==> src/rtl/irCapPkg.sv <==
package irCapPkg;

  // register word addresses
  localparam logic [3:0] ADDR_CTRL    = 4'h0;
  localparam logic [3:0] ADDR_DIV     = 4'h1;
  localparam logic [3:0] ADDR_MAXPER  = 4'h2;
  localparam logic [3:0] ADDR_IRQEN   = 4'h3;
  localparam logic [3:0] ADDR_IRQSTAT = 4'h4;
  localparam logic [3:0] ADDR_IRQCLR  = 4'h5;
  localparam logic [3:0] ADDR_RXSTAT  = 4'h6;
  localparam logic [3:0] ADDR_MARK    = 4'h7;
  localparam logic [3:0] ADDR_SYMBOL  = 4'h8;

  // interrupt status / enable bit positions
  localparam int IRQ_DATA = 0;
  localparam int IRQ_LAST = 1;
  localparam int IRQ_OVR  = 2;
  localparam int IRQ_FULL = 3;
  localparam int IRQ_N    = 4;

  // receive status layout
  localparam int RXST_OVR_BIT = 2;
  localparam int RXST_LVL_LSB = 8;

  // control -> datapath strobes
  typedef struct packed {
    logic enable;
    logic invert;
    logic pop;
  } capCmd_t;

  // datapath -> control event strobes
  typedef struct packed {
    logic pushed;
    logic lastSym;
    logic dropped;
    logic becameFull;
  } capEvt_t;

  typedef enum logic {RX_IDLE, RX_MEAS} rxState_e;

endpackage

==> src/rtl/irCapFifo.sv <==
module irCapFifo #(
  parameter int W     = 32,
  parameter int DEPTH = 8,
  parameter int LVL_W = $clog2(DEPTH + 1)
) (
  input  logic             clk,
  input  logic             rstN,
  input  logic             push,
  input  logic             pop,
  input  logic [W-1:0]     din,
  output logic [W-1:0]     dout,
  output logic [LVL_W-1:0] level
);
  localparam int PTR_W = (DEPTH > 1) ? $clog2(DEPTH) : 1;
  localparam logic [PTR_W-1:0] LAST_PTR = PTR_W'(DEPTH - 1);

  logic [W-1:0]     store [DEPTH];
  logic [PTR_W-1:0] wrPtr, rdPtr;

  function automatic logic [PTR_W-1:0] nextPtr(input logic [PTR_W-1:0] p);
    return (p == LAST_PTR) ? '0 : p + 1'b1;
  endfunction

  always_ff @(posedge clk) begin
    if (push) store[wrPtr] <= din;
  end

  always_ff @(posedge clk) begin
    if (!rstN) begin
      wrPtr <= '0;
      rdPtr <= '0;
      level <= '0;
    end else begin
      if (push) wrPtr <= nextPtr(wrPtr);
      if (pop)  rdPtr <= nextPtr(rdPtr);
      if (push && !pop)      level <= level + 1'b1;
      else if (pop && !push) level <= level - 1'b1;
    end
  end

  assign dout = store[rdPtr];
endmodule

==> src/rtl/irCapDatapath.sv <==
module irCapDatapath
  import irCapPkg::*;
#(
  parameter int CNT_W = 16,
  parameter int DIV_W = 8,
  parameter int DEPTH = 8,
  parameter int LVL_W = $clog2(DEPTH + 1)
) (
  input  logic             clk,
  input  logic             rstN,
  input  logic             irPin,
  input  capCmd_t          cmd,
  input  logic [DIV_W-1:0] divisor,
  input  logic [CNT_W-1:0] maxPer,
  output capEvt_t          evt,
  output logic [CNT_W-1:0] headMark,
  output logic [CNT_W-1:0] headSym,
  output logic [LVL_W-1:0] level
);
  localparam int ENTRY_W = 2 * CNT_W;
  localparam logic [CNT_W-1:0] CNT_MAX = '1;
  localparam logic [LVL_W-1:0] LVL_FULL = LVL_W'(DEPTH);
  localparam logic [LVL_W-1:0] LVL_ALMOST = LVL_W'(DEPTH - 1);

  // input synchroniser and edge detect
  logic [1:0] syncQ;
  logic       lvl, lvlQ, rise, fall;

  always_ff @(posedge clk) begin
    if (!rstN) begin
      syncQ <= '0;
      lvlQ  <= 1'b0;
    end else begin
      syncQ <= {syncQ[0], irPin};
      lvlQ  <= lvl;
    end
  end

  assign lvl  = syncQ[1] ^ cmd.invert;
  assign rise = lvl & ~lvlQ;
  assign fall = ~lvl & lvlQ;

  // sample tick prescaler, realigned at each mark start
  logic [DIV_W-1:0] preCnt, divEff;
  logic             tick;

  assign divEff = (divisor == '0) ? DIV_W'(1) : divisor;
  assign tick   = (preCnt == divEff - 1'b1);

  always_ff @(posedge clk) begin
    if (!rstN)                    preCnt <= '0;
    else if (!cmd.enable || rise) preCnt <= '0;
    else if (tick)                preCnt <= '0;
    else                          preCnt <= preCnt + 1'b1;
  end

  // measurement state machine
  rxState_e         state;
  logic [CNT_W-1:0] markCnt, symCnt, symNow, pushSym;
  logic             inMark, timeout, pushReq, canPush, pushOk;

  function automatic logic [CNT_W-1:0] satInc(input logic [CNT_W-1:0] v);
    return (v == CNT_MAX) ? v : v + 1'b1;
  endfunction

  assign symNow  = tick ? satInc(symCnt) : symCnt;
  assign timeout = (state == RX_MEAS) && !inMark && !rise && (symCnt >= maxPer);
  assign pushReq = cmd.enable && (state == RX_MEAS) && (rise || timeout);
  assign pushSym = timeout ? CNT_MAX : symNow;

  always_ff @(posedge clk) begin
    if (!rstN || !cmd.enable) begin
      state   <= RX_IDLE;
      markCnt <= '0;
      symCnt  <= '0;
      inMark  <= 1'b0;
    end else begin
      unique case (state)
        RX_IDLE: begin
          if (rise) begin
            state   <= RX_MEAS;
            markCnt <= '0;
            symCnt  <= '0;
            inMark  <= 1'b1;
          end
        end
        RX_MEAS: begin
          if (rise) begin
            markCnt <= '0;
            symCnt  <= '0;
            inMark  <= 1'b1;
          end else if (timeout) begin
            state  <= RX_IDLE;
            inMark <= 1'b0;
          end else begin
            if (fall) inMark <= 1'b0;
            if (tick) begin
              symCnt <= satInc(symCnt);
              if (inMark) markCnt <= satInc(markCnt);
            end
          end
        end
        default: state <= RX_IDLE;
      endcase
    end
  end

  // FIFO write side
  assign canPush = (level != LVL_FULL) || cmd.pop;
  assign pushOk  = pushReq && canPush;

  assign evt.pushed     = pushOk;
  assign evt.lastSym    = pushOk && timeout;
  assign evt.dropped    = pushReq && !canPush;
  assign evt.becameFull = pushOk && !cmd.pop && (level == LVL_ALMOST);

  logic [ENTRY_W-1:0] headEntry;

  irCapFifo #(.W(ENTRY_W), .DEPTH(DEPTH), .LVL_W(LVL_W)) uFifo (
    .clk  (clk),
    .rstN (rstN),
    .push (pushOk),
    .pop  (cmd.pop),
    .din  ({markCnt, pushSym}),
    .dout (headEntry),
    .level(level)
  );

  assign headMark = headEntry[ENTRY_W-1:CNT_W];
  assign headSym  = headEntry[CNT_W-1:0];
endmodule

==> src/rtl/irCapCtrl.sv <==
module irCapCtrl
  import irCapPkg::*;
#(
  parameter int CNT_W  = 16,
  parameter int DIV_W  = 8,
  parameter int DEPTH  = 8,
  parameter int DATA_W = 32,
  parameter int LVL_W  = $clog2(DEPTH + 1)
) (
  input  logic              clk,
  input  logic              rstN,
  input  logic              regWr,
  input  logic              regRd,
  input  logic [3:0]        regAddr,
  input  logic [DATA_W-1:0] regWdata,
  output logic [DATA_W-1:0] regRdata,
  output logic              irq,
  output capCmd_t           cmd,
  output logic [DIV_W-1:0]  divisor,
  output logic [CNT_W-1:0]  maxPer,
  input  capEvt_t           evt,
  input  logic [CNT_W-1:0]  headMark,
  input  logic [CNT_W-1:0]  headSym,
  input  logic [LVL_W-1:0]  level
);
  logic              enableQ, invertQ;
  logic [IRQ_N-1:0]  irqEnQ, irqStatQ, setV, clrV;
  logic [CNT_W-1:0]  markHoldQ;
  logic [DATA_W-1:0] rdNext, rdataQ;
  logic              notEmpty, popNow;
  logic              unusedWdata;

  assign unusedWdata = ^regWdata;
  assign notEmpty = (level != '0);
  assign popNow   = regRd && (regAddr == ADDR_SYMBOL) && notEmpty;

  assign cmd.enable = enableQ;
  assign cmd.invert = invertQ;
  assign cmd.pop    = popNow;

  // configuration registers
  always_ff @(posedge clk) begin
    if (!rstN) begin
      enableQ <= 1'b0;
      invertQ <= 1'b0;
      divisor <= DIV_W'(1);
      maxPer  <= '1;
      irqEnQ  <= '0;
    end else if (regWr) begin
      unique case (regAddr)
        ADDR_CTRL: begin
          enableQ <= regWdata[0];
          invertQ <= regWdata[1];
        end
        ADDR_DIV:    divisor <= regWdata[DIV_W-1:0];
        ADDR_MAXPER: maxPer  <= regWdata[CNT_W-1:0];
        ADDR_IRQEN:  irqEnQ  <= regWdata[IRQ_N-1:0];
        default: ;
      endcase
    end
  end

  // sticky interrupt status, set wins over clear
  always_comb begin
    setV = '0;
    setV[IRQ_DATA] = evt.pushed;
    setV[IRQ_LAST] = evt.lastSym;
    setV[IRQ_OVR]  = evt.dropped;
    setV[IRQ_FULL] = evt.becameFull;
    clrV = (regWr && (regAddr == ADDR_IRQCLR)) ? regWdata[IRQ_N-1:0] : '0;
  end

  always_ff @(posedge clk) begin
    if (!rstN) irqStatQ <= '0;
    else       irqStatQ <= (irqStatQ & ~clrV) | setV;
  end

  assign irq = |(irqStatQ & irqEnQ);

  // holding register for the mark of the last popped entry
  always_ff @(posedge clk) begin
    if (!rstN)       markHoldQ <= '0;
    else if (popNow) markHoldQ <= headMark;
  end

  // read mux
  always_comb begin
    rdNext = '0;
    unique case (regAddr)
      ADDR_CTRL:    rdNext[1:0] = {invertQ, enableQ};
      ADDR_DIV:     rdNext[DIV_W-1:0] = divisor;
      ADDR_MAXPER:  rdNext[CNT_W-1:0] = maxPer;
      ADDR_IRQEN:   rdNext[IRQ_N-1:0] = irqEnQ;
      ADDR_IRQSTAT: rdNext[IRQ_N-1:0] = irqStatQ;
      ADDR_RXSTAT: begin
        rdNext[RXST_LVL_LSB +: LVL_W] = level;
        rdNext[RXST_OVR_BIT]          = irqStatQ[IRQ_OVR];
      end
      ADDR_MARK:    rdNext[CNT_W-1:0] = markHoldQ;
      ADDR_SYMBOL:  if (notEmpty) rdNext[CNT_W-1:0] = headSym;
      default: ;
    endcase
  end

  always_ff @(posedge clk) begin
    if (!rstN)      rdataQ <= '0;
    else if (regRd) rdataQ <= rdNext;
  end

  assign regRdata = rdataQ;
endmodule

==> src/rtl/irSymbolCapture.sv <==
module irSymbolCapture
  import irCapPkg::*;
#(
  parameter int CNT_W      = 16,
  parameter int DIV_W      = 8,
  parameter int FIFO_DEPTH = 8,
  parameter int DATA_W     = 32
) (
  input  logic              clk,
  input  logic              rstN,
  input  logic              irPin,
  input  logic              regWr,
  input  logic              regRd,
  input  logic [3:0]        regAddr,
  input  logic [DATA_W-1:0] regWdata,
  output logic [DATA_W-1:0] regRdata,
  output logic              irq
);
  localparam int LVL_W = $clog2(FIFO_DEPTH + 1);

  capCmd_t          cmdBus;
  capEvt_t          evtBus;
  logic [DIV_W-1:0] divisor;
  logic [CNT_W-1:0] maxPer, headMark, headSym;
  logic [LVL_W-1:0] fifoLevel;

  irCapCtrl #(
    .CNT_W(CNT_W), .DIV_W(DIV_W), .DEPTH(FIFO_DEPTH),
    .DATA_W(DATA_W), .LVL_W(LVL_W)
  ) uCtrl (
    .clk     (clk),
    .rstN    (rstN),
    .regWr   (regWr),
    .regRd   (regRd),
    .regAddr (regAddr),
    .regWdata(regWdata),
    .regRdata(regRdata),
    .irq     (irq),
    .cmd     (cmdBus),
    .divisor (divisor),
    .maxPer  (maxPer),
    .evt     (evtBus),
    .headMark(headMark),
    .headSym (headSym),
    .level   (fifoLevel)
  );

  irCapDatapath #(
    .CNT_W(CNT_W), .DIV_W(DIV_W), .DEPTH(FIFO_DEPTH), .LVL_W(LVL_W)
  ) uDp (
    .clk     (clk),
    .rstN    (rstN),
    .irPin   (irPin),
    .cmd     (cmdBus),
    .divisor (divisor),
    .maxPer  (maxPer),
    .evt     (evtBus),
    .headMark(headMark),
    .headSym (headSym),
    .level   (fifoLevel)
  );
endmodule

==> config.mk <==
export PLATFORM = sky130hd
export DESIGN_NAME = irSymbolCapture
export DESIGN_NICKNAME = d
export VERILOG_FILES = /design/src/rtl/irCapPkg.sv /design/src/rtl/irCapFifo.sv /design/src/rtl/irCapDatapath.sv /design/src/rtl/irCapCtrl.sv /design/src/rtl/irSymbolCapture.sv
export SDC_FILE = /design/constraint.sdc
export NUM_CORES = 1
export LEC_CHECK = 0
export CORE_ASPECT_RATIO = 1.75
export CORE_MARGIN = 8
export CORE_UTILIZATION = 28
export CTS_CLUSTER_DIAMETER = 50
export DETAILED_ROUTE_END_ITERATION = 10
export GPL_TIMING_DRIVEN = 1
export SYNTH_ARGS = -nofsm -noshare
export SYNTH_HDL_FRONTEND = slang
export SYNTH_HIERARCHICAL = 1
export SYNTH_SLANG_ARGS = --single-unit
export TNS_END_PERCENT = 30
==> constraint.sdc <==
create_clock -name clk -period 7.3 [get_ports clk]
set_clock_uncertainty 0.2 [all_clocks]
set_input_delay 2.19 -clock clk [delete_from_list [all_inputs] [get_ports clk]]
set_output_delay 2.19 -clock clk [all_outputs]
set_load 0.03 [all_outputs]
# == Word-level counts from Yosys, hierarchy flattened ==
# Memory sizes are Yosys's and may differ from the RTL's. A register that Yosys moved wholly into a read port is not among the register bits.
# Cells that the tools add are included.
# totals
memories,1
regBits,121
ramBits,256
out_inout_bits,33
# mem_list
memory,words,word_bits,rd,rd_clocked_by_memory_dff,wr,line_no,text
uDp.uFifo.store,8,32,1,1,1,irCapFifo.sv:17,logic [W-1:0] store [DEPTH];
# classes
n_mux,39
magnitude_cmp,1
bitwise_logic,11
eq_ne,21
n_reduce_logical,39
add_sub_neg,8
# ops
operator,n
$mux 16,12
$pmux 16 s2,2
$add 16x1->16 const B,2
$eq 16x16->1 const B,2
$pmux 4 s4,2
$eq 4x3->1 const B,5
$ge 16x16->1,1
$logic_and 1x1->1,14
$pmux 2 s7,1
$mux 3,4
$mux 4,3
$pmux 1 s6,2
$pmux 4 s3,1
$reduce_and 2->1,6
$mux 1,9
$ne 3x2->1 const B,3
$add 8x1->8 const B,1
$and 4x4->4,2
$eq 4x2->1 const B,2
$eq 8x8->1,1
$logic_not 8->1,1
$mux 8,1
$sub 8x1->8 const B,1
$logic_not 1->1,7
other kinds (24),34

# == Depth between registers and ports, before layout ==
# depth
word_depth,12
mapped_depth,18
ltp_nobuf,15

# == Cells and area by module ==
# Netlist, hierarchy kept.
# by_module_without_submodules
module,area_per_inst_um2,cells_each,n_inst
irCapFifo,10408.7,442,1
irCapCtrl,3243.1,386,1
irCapDatapath,3089.2,411,1

# == Worst setup path after synthesis ==
# No wires, ideal clock.
# synth_path
path_type,in2reg
from,input port regAddr[0]
to,memory uDp.uFifo.store[0][0] (enable)
path_slack_ps,408
stages,13
setup_ps,461
path_buffers,4
t_arrival_ps,6230
path_cell_list,buf_6 > nor4b_4 > o41a_1 > buf_6 > nand2_8 > clkinv_4 > buf_8 > buf_4 > nor4_1 > and2_1 > nor2_1 > nand2b_1 > nor3_1
# synth_between
elab_chain_cells,7
# synth_rtl
item,line_no,text
start: declaration,irSymbolCapture.sv:14,"input logic [3:0] regAddr,"
$eq 4x4->1,irCapCtrl.sv:35,assign popNow = regRd && (regAddr == ADDR_SYMBOL) && notEmpty;
$logic_and 1x1->1 (2 in a row),irCapCtrl.sv:35,
named net uCtrl.popNow,irCapCtrl.sv:30,"logic notEmpty, popNow;"
$logic_or 1x1->1,irCapDatapath.sv:109,assign canPush = (level != LVL_FULL) || cmd.pop;
$logic_and 1x1->1,irCapDatapath.sv:110,assign pushOk = pushReq && canPush;
named net uDp.pushOk,irCapDatapath.sv:60,"logic inMark, timeout, pushReq, canPush, pushOk;"
$mux 1,irCapFifo.sv:25,if (push) store[wrPtr] <= din;
$mux 1 (implied by the code),irCapFifo.sv:25,
end: declaration,irCapFifo.sv:17,
# The timed path passes the listed nets, and every way through them passes these cells.

==> flow_summary.html <==
<table>
<tr><th>Metric</th><th>Value</th></tr>
<tr><th colspan="2">Synth</th></tr>
<tr><td>Number of synthesized register bits</td><td>380</td></tr>
<tr><td>Unique cell type count in the Yosys netlist</td><td>71</td></tr>
<tr><td>Cell count after synthesis</td><td>1239</td></tr>
<tr><td>Post-synthesis instance area</td><td>16700 sq um</td></tr>
<tr><td>YS warnings</td><td>6</td></tr>
<tr><td>Syn avg cell area</td><td>13.5 sq um</td></tr>
<tr><td>Prevailing post-synth register cell</td><td>sky130_fd_sc_hd__edfxtp_1</td></tr>
<tr><td>Sequential fraction of the synthesis area</td><td>60.7%</td></tr>
<tr><td>Async SR Flop Fraction</td><td>0%</td></tr>
<tr><td>Number of enable-type register cells in the synthesized netlist</td><td>256</td></tr>
<tr><th colspan="2">Floorplanning</th></tr>
<tr><td>Horizontal die dimension</td><td>201 microns</td></tr>
<tr><td>Floorplan die area</td><td>68200 sq um</td></tr>
<tr><td>Initial core utilization</td><td>28.3%</td></tr>
<tr><td>Standard cell core area</td><td>59200 sq um</td></tr>
<tr><td>Die Height</td><td>339 microns</td></tr>
<tr><td>Standard-cell row count</td><td>118</td></tr>
<tr><td>IO Pins</td><td>74</td></tr>
<tr><th colspan="2">Finish</th></tr>
<tr><td>Area delta synth-&gt;final</td><td>13.7%</td></tr>
<tr><td>Storage element area</td><td>10200 sq um</td></tr>
<tr><td>Share of cells above drive strength 1</td><td>13.2%</td></tr>
<tr><td>Final Net Count</td><td>1345</td></tr>
<tr><td>Post-route cell area</td><td>19000 sq um</td></tr>
<tr><td>Multi-input gate area</td><td>6050 sq um</td></tr>
<tr><td>Count of filler cells inserted in the layout</td><td>5786</td></tr>
<tr><td>Number of inserted diodes</td><td>0</td></tr>
<tr><th colspan="2">Clocking</th></tr>
<tr><td>Clock-pin slew reported for the worst setup and hold paths after clock tree synthesis</td><td>0.07 ns</td></tr>
<tr><td>Clock Path Buffers</td><td>3</td></tr>
<tr><td>Buffer count from post-CTS setup fixing</td><td>0</td></tr>
<tr><td>TritonCTS clock tree</td><td>yes</td></tr>
<tr><td>Root Buffer Master</td><td>sky130_fd_sc_hd__clkbuf_16</td></tr>
<tr><td>H-Tree Depth</td><td>1</td></tr>
<tr><td>Hold buffers post-CTS</td><td>0</td></tr>
<tr><td>Num Clock Sinks</td><td>380</td></tr>
<tr><td>Number of buffers created by CTS</td><td>30</td></tr>
<tr><td>Insertion delay of the later-clocked pin in the worst-skew pair</td><td>0.58 ns</td></tr>
<tr><td>Number of instances resized during post-cts repair</td><td>0</td></tr>
<tr><th colspan="2">Worst setup path</th></tr>
<tr><td>Required @ worst endpoint</td><td>7.37 ns</td></tr>
<tr><td>Max incr delay on CP</td><td>0.81 ns</td></tr>
<tr><td>Arrival time of the worst setup path</td><td>5.65 ns</td></tr>
<tr><td>Crit path buffers/inverters</td><td>4</td></tr>
<tr><td>Max Fanout on Critical Path</td><td>21</td></tr>
<tr><td>Critical Path Slowest Stage Cell</td><td>sky130_fd_sc_hd__clkdlybuf4s50_1</td></tr>
<tr><td>Most numerous cell on the critical path</td><td>sky130_fd_sc_hd__buf_4</td></tr>
<tr><td>CP Capture Type</td><td>flop</td></tr>
<tr><td>Family with the most delay on the worst path</td><td>simple AND/OR/NAND/NOR gates</td></tr>
<tr><td>Classification of the worst setup path</td><td>in -&gt; reg</td></tr>
<tr><td>Nature of the critical path startpoint</td><td>primary input</td></tr>
<tr><td>Cells traversed along the worst timing path</td><td>clkdlybuf4s50_1 -&gt; nor4b_4 -&gt; o41a_1 -&gt; nand2_8 -&gt; clkinv_4 -&gt; nor4_1 -&gt; and2_1 -&gt; nor2_1 -&gt; buf_4 -&gt; nand2b_1 -&gt; nor2_4 -&gt; buf_4</td></tr>
<tr><th colspan="2">Detailed routing</th></tr>
<tr><td>Violation count after the first detailed-route iteration</td><td>581</td></tr>
<tr><td>Remaining DRCs</td><td>0</td></tr>
<tr><td>Average via count per standard cell</td><td>4.88</td></tr>
<tr><td>Detailed-router iteration count before antenna repair</td><td>5</td></tr>
<tr><td>Detail Route Antenna Nets</td><td>0</td></tr>
<tr><td>Count of vias placed by the detailed router</td><td>10100</td></tr>
<tr><td>Total length of routed wires</td><td>40900 microns</td></tr>
<tr><td>Average detailed-routed wire length per instance</td><td>19.7 microns</td></tr>
<tr><th colspan="2">STA</th></tr>
<tr><td>Max frequency</td><td>0.179 GHz</td></tr>
<tr><td>Number of endpoints with negative hold slack in the final report</td><td>0</td></tr>
<tr><td>Post-route fraction of the period consumed by the critical path</td><td>76.5%</td></tr>
<tr><td>Post-Route Hold Slack</td><td>0.240 ns</td></tr>
<tr><td>Setup violation total in the final timing report</td><td>0</td></tr>
<tr><td>Max-slew violation total from the final report</td><td>0</td></tr>
<tr><td>RSZ-0062 raised after global routing</td><td>no</td></tr>
<tr><td>Worst-case headroom to the max-slew limit</td><td>28.4%</td></tr>
<tr><td>Time the final worst path needs with I/O delays and setup</td><td>5.59 ns</td></tr>
<tr><td>Least setup slack across all paths after layout</td><td>1.71 ns</td></tr>
<tr><td>Transition time at the pin with the least slew margin</td><td>1.06 ns</td></tr>
<tr><td>Setup TNS</td><td>0 ns</td></tr>
<tr><th colspan="2">Placement</th></tr>
<tr><td>Cell area after placement</td><td>18000 sq um</td></tr>
<tr><td>IO Port Bufs</td><td>41</td></tr>
<tr><td>Final estimated routing congestion in global placement</td><td>0.881</td></tr>
<tr><td>HPWL reported at the end of detailed placement</td><td>28700 microns</td></tr>
<tr><td>Worst slack at placement</td><td>1.11 ns</td></tr>
<tr><th colspan="2">Outcome</th></tr>
<tr><td>Outcome</td><td>finished clean</td></tr>
<tr><th colspan="2">Power</th></tr>
<tr><td>Leakage</td><td>0.00610 uW</td></tr>
<tr><td>Max rail drop VDD</td><td>0.188 mV</td></tr>
<tr><td>Areal power density over the cells</td><td>217 nW/um^2</td></tr>
<tr><th colspan="2">GRT</th></tr>
<tr><td>Overall fraction of global-route tracks in use</td><td>11.8%</td></tr>
<tr><td>Number of antenna violations at the first check in global routing</td><td>0</td></tr>
<tr><td>Via count of the first global-routing pass</td><td>10500</td></tr>
<tr><td>Pin count of the biggest net entering global routing</td><td>83</td></tr>
<tr><td>Total overflow reported by the global router</td><td>0</td></tr>
<tr><td>Global-route wire length before repair</td><td>62800 microns</td></tr>
<tr><th colspan="2">Hold path</th></tr>
<tr><td>Min-delay worst type</td><td>reg -&gt; reg</td></tr>
<tr><th colspan="2">Flow run</th></tr>
<tr><td>Max-cap violations</td><td>0</td></tr>
</table>
## per-layer routing
metal	up-vias	global-route usage [%]	wire [microns]
met3	94	1.83	1670
met1	5058	11.5	14500
li1	4720	-	-
met2	275	22.9	22400
met4	0	6.98	2330
met5	-	0	0
## report_power, final
part / internal (uW) / switching, uW / total, uW
Combinational: 40.8 / 75.7 / 117
Sequential: 2280 / 6.30 / 2280
Clock: 937 / 802 / 1740
Total: 3250 / 884 / 4140
## area by class of cell
class	instances	area share, %
clock buffers	31	4.08
clock inverters	25	1.49
inverters	39	0.795
multi-input cells	758	31.8
flip-flops and latches	380	53.5
well taps	780	5.13
repair buffers	66	3.25
## cell usage in the layout, fill, tap and decap left out, drive strengths merged, types with 28 or more instances in the layout
| cell type | instances |
|---|---|
| mux4 | 64 |
| clkdlybuf4s50 | 40 |
| clkbuf | 31 |
| dfxtp | 124 |
| a21oi | 51 |
| ha | 28 |
| edfxtp | 256 |
| nand3 | 55 |
| nand2 | 145 |
| nor2 | 50 |
| mux2 | 35 |
| inv | 45 |
| o21ai | 51 |
## flip-flops by register name, summed over array words and instances (netlist names), 8 cells and up, named ones only
| name | count |
|---|---|
| uDp/uFifo/store | 256 |
| uCtrl/maxPer | 16 |
| uDp/symCnt | 16 |
| uCtrl/markHoldQ | 16 |
| uDp/markCnt | 16 |
| uCtrl/divisor | 8 |
| uCtrl/regRdata | 16 |
| uDp/preCnt | 8 |
## metrics by stage
stage / instances / total power [uW] / utilization, %
after floorplan: 1254 / 2410 / -
after global placement: 2023 / 2440 / 30.4
after detailed placement: 2023 / 2450 / 30.4
after CTS: 2079 / 4180 / 32.2
after global routing: 2079 / 4260 / 32.2
final: 2079 / 4140 / 32.2
## cell families after synthesis
kind of cell               after synthesis  share of synthesized area [%]
other                                    1                         0.0224
muxes                                  120                           13.1
and+or+nand+nor                        376                           11.1
adders and majority gates               29                           2.21
buffers and inverters                  116                           3.75
AOI/OAI and AO/OA                      186                           7.45
DFF                                    380                           60.7
xor gates and xnor gates                31                           1.62
## synth_stat cells, types with 25 or more instances
cell type	instances	area share, %
sky130_fd_sc_hd__mux4_1	40	6.3
sky130_fd_sc_hd__o21ai_0	50	1.5
sky130_fd_sc_hd__dfxtp_1	124	15
sky130_fd_sc_hd__nand2_1	143	3.2
sky130_fd_sc_hd__a21oi_1	51	1.5
sky130_fd_sc_hd__edfxtp_1	256	46
sky130_fd_sc_hd__nor2_1	48	1.1
sky130_fd_sc_hd__inv_1	38	0.85
sky130_fd_sc_hd__or3_1	25	0.93
sky130_fd_sc_hd__nand3_1	54	1.6
sky130_fd_sc_hd__ha_1	28	2.1
sky130_fd_sc_hd__mux2_2	35	2.4
## final timing paths
| check | startpoint | to | slack [ns] | depth (start not counted) |
|---|---|---|---|---|
| max | regAddr[3] | uDp/uFifo/store[6][15]$_DFFE_PP_ | 1.71 | 12 |
| min | uDp/syncQ[0]$_SDFF_PN0_ | uDp/syncQ[1]$_SDFF_PN0_ | 0.24 | 1 |
| max reg2reg | uCtrl/divisor[3]$_SDFFE_PN0P_ | uDp/symCnt[11]$_SDFFE_PP0P_ | 2.65 | 10 |
| min reg2reg | uDp/syncQ[0]$_SDFF_PN0_ | uDp/syncQ[1]$_SDFF_PN0_ | 0.24 | 1 |
Note: power is estimated with default switching activity, not from simulation.
